<file path="src/rtl/cfm_pkg.sv">
package cfm_pkg;
  localparam logic [7:0] CMD_META   = 8'hB8;
  localparam logic [7:0] FEAT_INQ   = 8'h02;
  localparam logic [7:0] FEAT_RD    = 8'h03;
  localparam logic [7:0] FEAT_WR    = 8'h04;
  localparam logic [7:0] ST_READY   = 8'h40;
  localparam logic [7:0] ST_ERR     = 8'h01;
  localparam logic [7:0] ERR_ABORT  = 8'h04;

  typedef enum logic [2:0] {
    OP_NONE,
    OP_INQ,
    OP_RD,
    OP_WR,
    OP_BADF
  } meta_op_e;
endpackage

</file>
<file path="src/rtl/cfm_decode.sv">
module cfm_decode
  import cfm_pkg::*;
#(
  parameter int META_BYTES   = 32,
  parameter int SECTOR_BYTES = 512,
  localparam int AW = $clog2(META_BYTES),
  localparam int LW = $clog2(SECTOR_BYTES)
) (
  input  logic [7:0]    cmd_code,
  input  logic [7:0]    cmd_feat,
  input  logic [7:0]    cyl_hi,
  input  logic [7:0]    cyl_lo,
  input  logic [7:0]    sec_cnt,
  output meta_op_e      op,
  output logic          range_bad,
  output logic [AW-1:0] base,
  output logic [LW-1:0] len
);
  localparam int MAX_COPY = SECTOR_BYTES - 2;

  logic [31:0] off_full;
  logic [31:0] sc_bytes;
  logic [31:0] rem;
  logic [31:0] cap;

  always_comb begin
    off_full  = 32'({cyl_hi, cyl_lo}) << LW;
    sc_bytes  = 32'(sec_cnt) << LW;
    rem       = (off_full < 32'(META_BYTES)) ? (32'(META_BYTES) - off_full) : '0;
    cap       = rem;
    if (sc_bytes < cap) cap = sc_bytes;
    if (32'(MAX_COPY) < cap) cap = 32'(MAX_COPY);
    len       = cap[LW-1:0];
    base      = off_full[AW-1:0];
    range_bad = off_full > 32'(META_BYTES + 2);
  end

  always_comb begin
    op = OP_NONE;
    if (cmd_code == CMD_META) begin
      case (cmd_feat)
        FEAT_INQ: op = OP_INQ;
        FEAT_RD:  op = OP_RD;
        FEAT_WR:  op = OP_WR;
        default:  op = OP_BADF;
      endcase
    end
  end

  logic unused_cap;
  assign unused_cap = ^{cap[31:LW], off_full[31:AW]};
endmodule

</file>
<file path="src/rtl/cfm_store.sv">
module cfm_store #(
  parameter int META_BYTES = 32,
  parameter int IW         = 10,
  localparam int AW = $clog2(META_BYTES)
) (
  input  logic          clk,
  input  logic          rst_n,
  input  logic          we_lo,
  input  logic          we_hi,
  input  logic [IW-1:0] idx_lo,
  input  logic [IW-1:0] idx_hi,
  input  logic [15:0]   wdata,
  output logic [7:0]    rd_lo,
  output logic [7:0]    rd_hi
);
  logic [META_BYTES-1:0][7:0] bank;

  for (genvar g = 0; g < META_BYTES; g++) begin : g_byte
    logic       hit_lo;
    logic       hit_hi;
    logic [7:0] q;
    assign hit_lo = we_lo && (idx_lo == IW'(g));
    assign hit_hi = we_hi && (idx_hi == IW'(g));
    always_ff @(posedge clk or negedge rst_n) begin
      if (!rst_n)      q <= '0;
      else if (hit_lo) q <= wdata[7:0];
      else if (hit_hi) q <= wdata[15:8];
    end
    assign bank[g] = q;
  end

  assign rd_lo = (idx_lo < IW'(META_BYTES)) ? bank[idx_lo[AW-1:0]] : '0;
  assign rd_hi = (idx_hi < IW'(META_BYTES)) ? bank[idx_hi[AW-1:0]] : '0;

  p_store_in_range_r6: assert property (@(posedge clk) disable iff (!rst_n)
    (we_lo -> (idx_lo < IW'(META_BYTES))) && (we_hi -> (idx_hi < IW'(META_BYTES))));
endmodule

</file>
<file path="src/rtl/cfm_view.sv">
module cfm_view
  import cfm_pkg::*;
#(
  parameter int META_BYTES   = 32,
  parameter int SECTOR_BYTES = 512,
  parameter int IW           = 10,
  localparam int AW = $clog2(META_BYTES),
  localparam int LW = $clog2(SECTOR_BYTES),
  localparam int WA = $clog2(SECTOR_BYTES / 2)
) (
  input  meta_op_e      op,
  input  logic          active,
  input  logic          snap_flag,
  input  logic [AW-1:0] base,
  input  logic [LW-1:0] len,
  input  logic [WA-1:0] word,
  input  logic [7:0]    rd_lo,
  input  logic [7:0]    rd_hi,
  output logic [IW-1:0] idx_lo,
  output logic [IW-1:0] idx_hi,
  output logic          lo_ok,
  output logic          hi_ok,
  output logic [15:0]   rdata
);
  localparam logic [31:0] CAP32 = 32'(META_BYTES);
  localparam logic [31:0] SPD32 = ((CAP32 - 32'd1) >> LW) + 32'd1;

  logic [LW-1:0] k_lo;
  logic [LW-1:0] k_hi;

  always_comb begin
    k_lo   = LW'({word, 1'b0}) - LW'(2);
    k_hi   = k_lo + LW'(1);
    lo_ok  = (word != '0) && (k_lo < len);
    hi_ok  = (word != '0) && (k_hi < len);
    idx_lo = IW'(base) + IW'(k_lo);
    idx_hi = IW'(base) + IW'(k_hi);
  end

  always_comb begin
    rdata = '0;
    if (active) begin
      case (op)
        OP_INQ: begin
          case (word)
            WA'(0):  rdata = 16'h0001;
            WA'(2):  rdata = {15'b0, snap_flag};
            WA'(3):  rdata = CAP32[15:0];
            WA'(4):  rdata = CAP32[31:16];
            WA'(5):  rdata = SPD32[15:0];
            WA'(6):  rdata = SPD32[31:16];
            default: rdata = '0;
          endcase
        end
        OP_RD: begin
          if (word == '0) rdata = {15'b0, snap_flag};
          else            rdata = {hi_ok ? rd_hi : 8'h00, lo_ok ? rd_lo : 8'h00};
        end
        default: rdata = '0;
      endcase
    end
  end
endmodule

</file>
<file path="src/rtl/cf_meta_access.sv">
module cf_meta_access
  import cfm_pkg::*;
#(
  parameter int META_BYTES   = 32,
  parameter int SECTOR_BYTES = 512,
  localparam int WA = $clog2(SECTOR_BYTES / 2)
) (
  input  logic          clk,
  input  logic          rst_n,
  input  logic          dev_reset,
  input  logic          media_touch,
  input  logic          cmd_stb,
  input  logic [7:0]    cmd_code,
  input  logic [7:0]    cmd_feat,
  input  logic [7:0]    cyl_hi,
  input  logic [7:0]    cyl_lo,
  input  logic [7:0]    sec_cnt,
  input  logic [WA-1:0] buf_addr,
  input  logic          buf_we,
  input  logic [15:0]   buf_wdata,
  input  logic          buf_done,
  output logic [15:0]   buf_rdata,
  output logic [7:0]    status,
  output logic [7:0]    error,
  output logic          xfer_busy,
  output logic          irq
);
  localparam int AW       = $clog2(META_BYTES);
  localparam int LW       = $clog2(SECTOR_BYTES);
  localparam int IW       = ((AW > LW) ? AW : LW) + 1;
  localparam int MAX_COPY = SECTOR_BYTES - 2;

  meta_op_e      dec_op;
  logic          dec_bad;
  logic [AW-1:0] dec_base;
  logic [LW-1:0] dec_len;

  meta_op_e      op_q,   op_d;
  logic [AW-1:0] base_q, base_d;
  logic [LW-1:0] len_q,  len_d;
  logic          snap_q, snap_d;
  logic [7:0]    stat_q, stat_d;
  logic [7:0]    err_q,  err_d;
  logic          busy_q, busy_d;
  logic          irq_q,  irq_d;
  logic          flag_q, flag_d;

  logic          accept;
  logic          load_en;
  logic          wr_clear;
  logic [IW-1:0] idx_lo, idx_hi;
  logic          lo_ok, hi_ok;
  logic [7:0]    rd_lo, rd_hi;
  logic          wr_act, we_lo, we_hi;

  cfm_decode #(.META_BYTES(META_BYTES), .SECTOR_BYTES(SECTOR_BYTES)) u_decode (
    .cmd_code (cmd_code),
    .cmd_feat (cmd_feat),
    .cyl_hi   (cyl_hi),
    .cyl_lo   (cyl_lo),
    .sec_cnt  (sec_cnt),
    .op       (dec_op),
    .range_bad(dec_bad),
    .base     (dec_base),
    .len      (dec_len)
  );

  // next state
  always_comb begin
    accept   = cmd_stb && (dec_op != OP_NONE);
    load_en  = 1'b0;
    wr_clear = 1'b0;
    op_d     = op_q;
    base_d   = base_q;
    len_d    = len_q;
    snap_d   = snap_q;
    stat_d   = stat_q;
    err_d    = err_q;
    busy_d   = busy_q;
    irq_d    = 1'b0;

    if (buf_done) busy_d = 1'b0;

    if (accept) begin
      irq_d  = 1'b1;
      snap_d = flag_q;
      case (dec_op)
        OP_BADF: begin
          stat_d = ST_READY | ST_ERR;
          err_d  = ERR_ABORT;
          busy_d = 1'b0;
        end
        OP_INQ: begin
          stat_d  = 8'h00;
          err_d   = 8'h00;
          busy_d  = 1'b1;
          op_d    = OP_INQ;
          load_en = 1'b1;
        end
        default: begin
          if (dec_bad) begin
            stat_d = ST_ERR;
            err_d  = ERR_ABORT;
            busy_d = 1'b0;
          end else begin
            stat_d   = 8'h00;
            err_d    = 8'h00;
            busy_d   = 1'b1;
            op_d     = dec_op;
            base_d   = dec_base;
            len_d    = dec_len;
            load_en  = 1'b1;
            wr_clear = (dec_op == OP_WR);
          end
        end
      endcase
    end

    flag_d = flag_q;
    if (wr_clear)    flag_d = 1'b0;
    if (media_touch) flag_d = 1'b1;
    if (dev_reset) begin
      flag_d = 1'b0;
      busy_d = 1'b0;
    end
  end

  // registers
  always_ff @(posedge clk or negedge rst_n) begin
    if (!rst_n) begin
      op_q   <= OP_NONE;
      base_q <= '0;
      len_q  <= '0;
    end else if (load_en) begin
      op_q   <= op_d;
      base_q <= base_d;
      len_q  <= len_d;
    end
  end

  always_ff @(posedge clk or negedge rst_n) begin
    if (!rst_n)      snap_q <= 1'b0;
    else if (accept) snap_q <= snap_d;
  end

  always_ff @(posedge clk or negedge rst_n) begin
    if (!rst_n) begin
      stat_q <= ST_READY;
      err_q  <= 8'h00;
      busy_q <= 1'b0;
      irq_q  <= 1'b0;
      flag_q <= 1'b0;
    end else begin
      stat_q <= stat_d;
      err_q  <= err_d;
      busy_q <= busy_d;
      irq_q  <= irq_d;
      flag_q <= flag_d;
    end
  end

  cfm_view #(.META_BYTES(META_BYTES), .SECTOR_BYTES(SECTOR_BYTES), .IW(IW)) u_view (
    .op       (op_q),
    .active   (busy_q),
    .snap_flag(snap_q),
    .base     (base_q),
    .len      (len_q),
    .word     (buf_addr),
    .rd_lo    (rd_lo),
    .rd_hi    (rd_hi),
    .idx_lo   (idx_lo),
    .idx_hi   (idx_hi),
    .lo_ok    (lo_ok),
    .hi_ok    (hi_ok),
    .rdata    (buf_rdata)
  );

  assign wr_act = busy_q && (op_q == OP_WR) && buf_we;
  assign we_lo  = wr_act && lo_ok;
  assign we_hi  = wr_act && hi_ok;

  cfm_store #(.META_BYTES(META_BYTES), .IW(IW)) u_store (
    .clk   (clk),
    .rst_n (rst_n),
    .we_lo (we_lo),
    .we_hi (we_hi),
    .idx_lo(idx_lo),
    .idx_hi(idx_hi),
    .wdata (buf_wdata),
    .rd_lo (rd_lo),
    .rd_hi (rd_hi)
  );

  assign status    = stat_q;
  assign error     = err_q;
  assign xfer_busy = busy_q;
  assign irq       = irq_q;

  p_irq_from_cmd_r1: assert property (@(posedge clk) disable iff (!rst_n)
    irq |-> $past(cmd_stb && (cmd_code == CMD_META)));
  p_start_not_ready_r1: assert property (@(posedge clk) disable iff (!rst_n)
    $rose(xfer_busy) |-> (status == 8'h00 && error == 8'h00));
  p_abort_code_r2: assert property (@(posedge clk) disable iff (!rst_n)
    status[0] |-> (error == ERR_ABORT && !xfer_busy));
  p_range_abort_r4: assert property (@(posedge clk) disable iff (!rst_n)
    (cmd_stb && (dec_op == OP_RD || dec_op == OP_WR) && dec_bad) |=> (status == ST_ERR && !xfer_busy));
  p_len_bound_r5: assert property (@(posedge clk) disable iff (!rst_n)
    xfer_busy |-> (32'(len_q) <= 32'(MAX_COPY) && 32'(len_q) <= 32'(META_BYTES)));
  p_reset_clears_flag_r7: assert property (@(posedge clk) disable iff (!rst_n)
    dev_reset |=> !flag_q);
  p_done_ends_r8: assert property (@(posedge clk) disable iff (!rst_n)
    (buf_done && !cmd_stb) |=> !xfer_busy);
endmodule

</file>
<file path="config.mk">
export PLATFORM = sky130hd
export DESIGN_NAME = cf_meta_access
export DESIGN_NICKNAME = d
export VERILOG_FILES = /design/src/rtl/cfm_pkg.sv /design/src/rtl/cfm_decode.sv /design/src/rtl/cfm_store.sv /design/src/rtl/cfm_view.sv /design/src/rtl/cf_meta_access.sv
export SDC_FILE = /design/constraint.sdc
export NUM_CORES = 1
export LEC_CHECK = 0
export ABC_AREA = 1
export BUFFER_PORTS_ARGS = -buffer_cell sky130_fd_sc_hd__buf_4
export CAP_MARGIN = 20
export CORE_MARGIN = 2
export CORE_UTILIZATION = 61
export DETAILED_ROUTE_END_ITERATION = 8
export PLACE_DENSITY = 0.91
export SLEW_MARGIN = 30
export SYNTH_ARGS = -nofsm -noshare
export SYNTH_HDL_FRONTEND = slang
export SYNTH_SLANG_ARGS = --single-unit
export TNS_END_PERCENT = 10
</file>
<file path="constraint.sdc">
create_clock -name clk -period 4.24 [get_ports clk]
set_clock_uncertainty 0.1 [all_clocks]
set_input_delay 0.424 -clock clk [delete_from_list [all_inputs] [get_ports clk]]
set_output_delay 0.424 -clock clk [all_outputs]
set_load 0.01 [all_outputs]
</file>
==> summary.md <==
| Metric | Value |
|---|---|
| Delay-heaviest family, CP | `buffers and inverters` |
| Worst Path Buf+Inv | `4` |
| Multi-input gate area | `0.00619 sq mm` |
| Unrepaired setup endpoints after global routing | `false` |
| DIE AREA | `0.0236 sq mm` |
| Synth Cell Area | `0.0136 sq mm` |
| Top Ports | `105` |
| Hold Path Sink | `status[6]` |
| Width of the die | `154 um` |
| Top sig layer | `met4` |
| Post_cts resized | `0` |
| DRC viols | `0` |
| VDD IR-drop max | `350 uV` |
| N_diodes | `0` |
| Routed wire per std cell | `18.7 um` |
| R2R Setup Slk | `1.02 ns` |
| TritonCTS clock tree | `built` |
| Post-place setup slack | `0.512 ns` |
| Congestion Overflow GR | `0` |
| Share of layout cells above drive strength 1 | `0.115` |
| # setup viols final | `0` |
| Hold depth | `3` |
| Post-synth EDFFs | `0` |
| Reg2reg start | `len_q[7]` |
| Min Clock Period, post-route | `3.69 ns` |
| DR vias | `13000` |
| Max clock buf depth | `3` |
| Highest clock rate | `0.271 GHz` |
| Worst EP required | `3.72 ns` |
| Status | `completed` |
| Unique masters post-synth | `41` |
| CP max FO | `75` |
| Pwr dens | `369 mW/mm^2` |
| Pin count of the biggest net entering global routing | `112` |
| Total track usage | `0.335` |
| Setup crit end kind | `output port` |
| Vias per cell | `6.10` |
| Routed met2 length | `18700 um` |
| Post-Synthesis Cells | `1790` |
| Post-Layout Cell Count | `2126` |
| WL met1 | `14700 um` |
| Max-slew headroom | `0.422` |
| Static Leak | `7.72 nW` |
| CP dominant cell by count | `buf_4` |
| Min-delay worst type | `in2reg` |
| Setup ws final | `0.546 ns` |
| DR iter-0 viols | `1752` |
| CTS HTree Levels | `1` |
| Inst Count DP | `2074` |
| Clk_lat worst skew | `0.54 ns` |
| Row cnt | `54` |
| Root Driver | `clkbuf_16` |
| Max_cap viols | `0` |
| CP Launch Type | `input port` |
| Fillcell total | `1548` |
| Layout area overhead | `12.1%` |
| Area of the core | `0.0219 sq mm` |
| Final count of hold timing violations | `0` |
| Placed Area | `0.0143 sq mm` |
| CP max stage delay | `0.74 ns` |
| Initial core utilization | `0.623` |
| Register area | `0.00668 sq mm` |
| Cells on worst reg2reg path | `11` |
| Routed Wire Length | `39800 um` |
| TNS Setup | `0 ns` |
| Initial antenna violation count | `1` |
| Antenna viol nets, final | `0` |
| Syn Area/Cell | `7.62 sq um` |
| Critical-path cell list | `buf_4, buf_4, buf_4, o21ai_0, o221ai_1, nand2_1, nor4_1, buf_4` |
| GP Congestion | `0.915` |
| Final #Nets | `1919` |
| Critical R2R Capture | `u_store.g_byte[10].q[7]` |
| Worst-Margin Slew | `0.868 ns` |
| Reg clk slew, reported paths | `0.06 ns` |
| Die Y | `154 um` |
| Slowest CP cell | `buf_4` |
| Slew Limit Fails | `0` |
| Flops & latches, synth | `267` |
| Initial DRT Pass Iterations | `8` |
| Num Clock Sinks | `267` |
| Crit path DAT | `3.17 ns` |
| Ys flop type | `dfrtp_1` |
| Design area | `0.0153 sq mm` |
| Port Buf Inserts | `91` |
| Hold_sp | `cmd_stb` |
| Setup CP Type | `in2out` |
| Post-detail-place hpwl | `23400 um` |
| Number of global-route vias before repair | `12900` |
| Fraction of registers with async set/reset | `1.00` |
| Final Cycle Share | `0.871` |
| First-pass GRT wire length | `64200 um` |
| CTS Buf Count | `28` |
| DR WL met3 | `4530 um` |
| Yosys warns | `0` |
| Post-synthesis sequential area ratio | `0.490` |
[Yosys cell counts (3+ instances only)]
library cell | number | area [sq um]
nand4_2 | 8 | 100
xor2_1 | 3 | 26.3
clkbuf_1 | 51 | 191
ha_1 | 22 | 275
buf_1 | 11 | 41.3
o221ai_1 | 13 | 114
inv_1 | 51 | 191
a21oi_1 | 58 | 290
nand2_1 | 773 | 2900
nor4_1 | 5 | 31.3
o21ai_0 | 55 | 275
nor4_2 | 9 | 113
buf_4 | 18 | 135
nor2_4 | 8 | 90.1
o21ai_1 | 128 | 641
nor2_1 | 125 | 469
a22oi_1 | 3 | 22.5
dfrtp_1 | 266 | 6660
nand4_1 | 4 | 25.0
a22o_1 | 20 | 175
nor2_2 | 6 | 37.5
nor3_1 | 3 | 15.0
nand2_2 | 5 | 31.3
nand3_1 | 70 | 350
buf_2 | 43 | 215
o21a_1 | 4 | 30.0
inv_2 | 10 | 37.5
[layout make-up]
type	instances	area share
repair buffers	115	0.0581
inverters	62	0.0154
flip-flops and latches	267	0.437
clock buffers	39	0.0538
well taps	280	0.0229
clock inverters	11	0.00818
multi-input cells	1352	0.405
[how the worst max path moves through the flow]
stage,end,slack [ns],startpoint,depth (start not counted)
after floorplan,buf_rdata[8],0.14,buf_addr[0],17
after global placement,u_store.g_byte[18].q[6],0.68,buf_addr[1],15
after detailed placement,u_store.g_byte[1].q[0],0.51,buf_addr[1],15
after CTS,buf_rdata[4],0.67,buf_addr[0],8
after global routing,buf_rdata[6],0.45,buf_addr[0],10
final,buf_rdata[4],0.55,buf_addr[0],8
[flip-flops by register name, summed over array words and instances (netlist names)]
signal            count
status                2
flag_q                1
snap_q                1
op_q                  3
u_store.g_byte.q    256
len_q                 2
irq                   1
xfer_busy             1
[repair_timing]
item                      in CTS  in global routing
hold buffers                   2                  0
hold endpoints to repair     110                  0
buffers inserted               0                  0
[tightest hold or removal path, stage by stage]
cell and delay [ns]:
buf_4 0.09, nand2_1 0.05, nand2_1 0.05
[through the flow]
stage	hold WS [ns]	total power (W)	util
final	0.00788	0.00565	0.699
after global routing	0.0209	0.00581	0.699
after CTS	0.00538	0.00562	0.699
after detailed placement	0.353	0.00315	0.654
after global placement	0.351	0.00314	0.654
after floorplan	0.0284	0.00293	-
[cell families after synthesis]
group           count (synthesis)  synth area share
buf+inv                       186            0.0606
simple gates                 1024             0.310
xor+xnor                        4           0.00257
compound gates                285             0.116
flops                         267             0.490
other cells                     2          0.000551
fa+ha+maj                      22            0.0202
[per-layer routing]
metal / track usage / vias up
li1: - / 5806
met1: 0.436 / 6113
met2: 0.532 / 871
met3: 0.0727 / 189
met4: 0.175 / 0
met5: 0 / -
[placed cells by master, fill, tap and decap left out, types with 3 or more instances in the layout]
cell type  synthesis  routed
clkbuf_16          0      29
o221ai_1          13      13
buf_4             18     111
o21ai_1          128     128
dfrtp_1          266     266
o21a_1             4       4
nand2_1          773     773
conb_1             2      17
nor4_2             9       9
inv_1             51      50
a21oi_1           58      58
xor2_1             3       3
nand2_2            5       5
nor2_4             8       8
nor3_1             3       3
clkinv_2           0       3
ha_1              22      21
nand4_1            4       4
nand3_1           70      70
clkbuf_1          51       4
nor4_1             5       5
nand4_2            8       8
a22oi_1            3       3
inv_2             10      10
nor2_2             6       6
nor2_1           125     125
clkbuf_8           0       6
o21ai_0           55      55
a22o_1            20      20
[power by group]
part | internal, W | switching (W) | total, W
registers | 0.00255 | 0.00000193 | 0.00255
logic | 0.000171 | 0.000405 | 0.000577
clock network | 0.00148 | 0.00104 | 0.00252
total | 0.00420 | 0.00145 | 0.00565
Power figures use the tool's default switching activity.
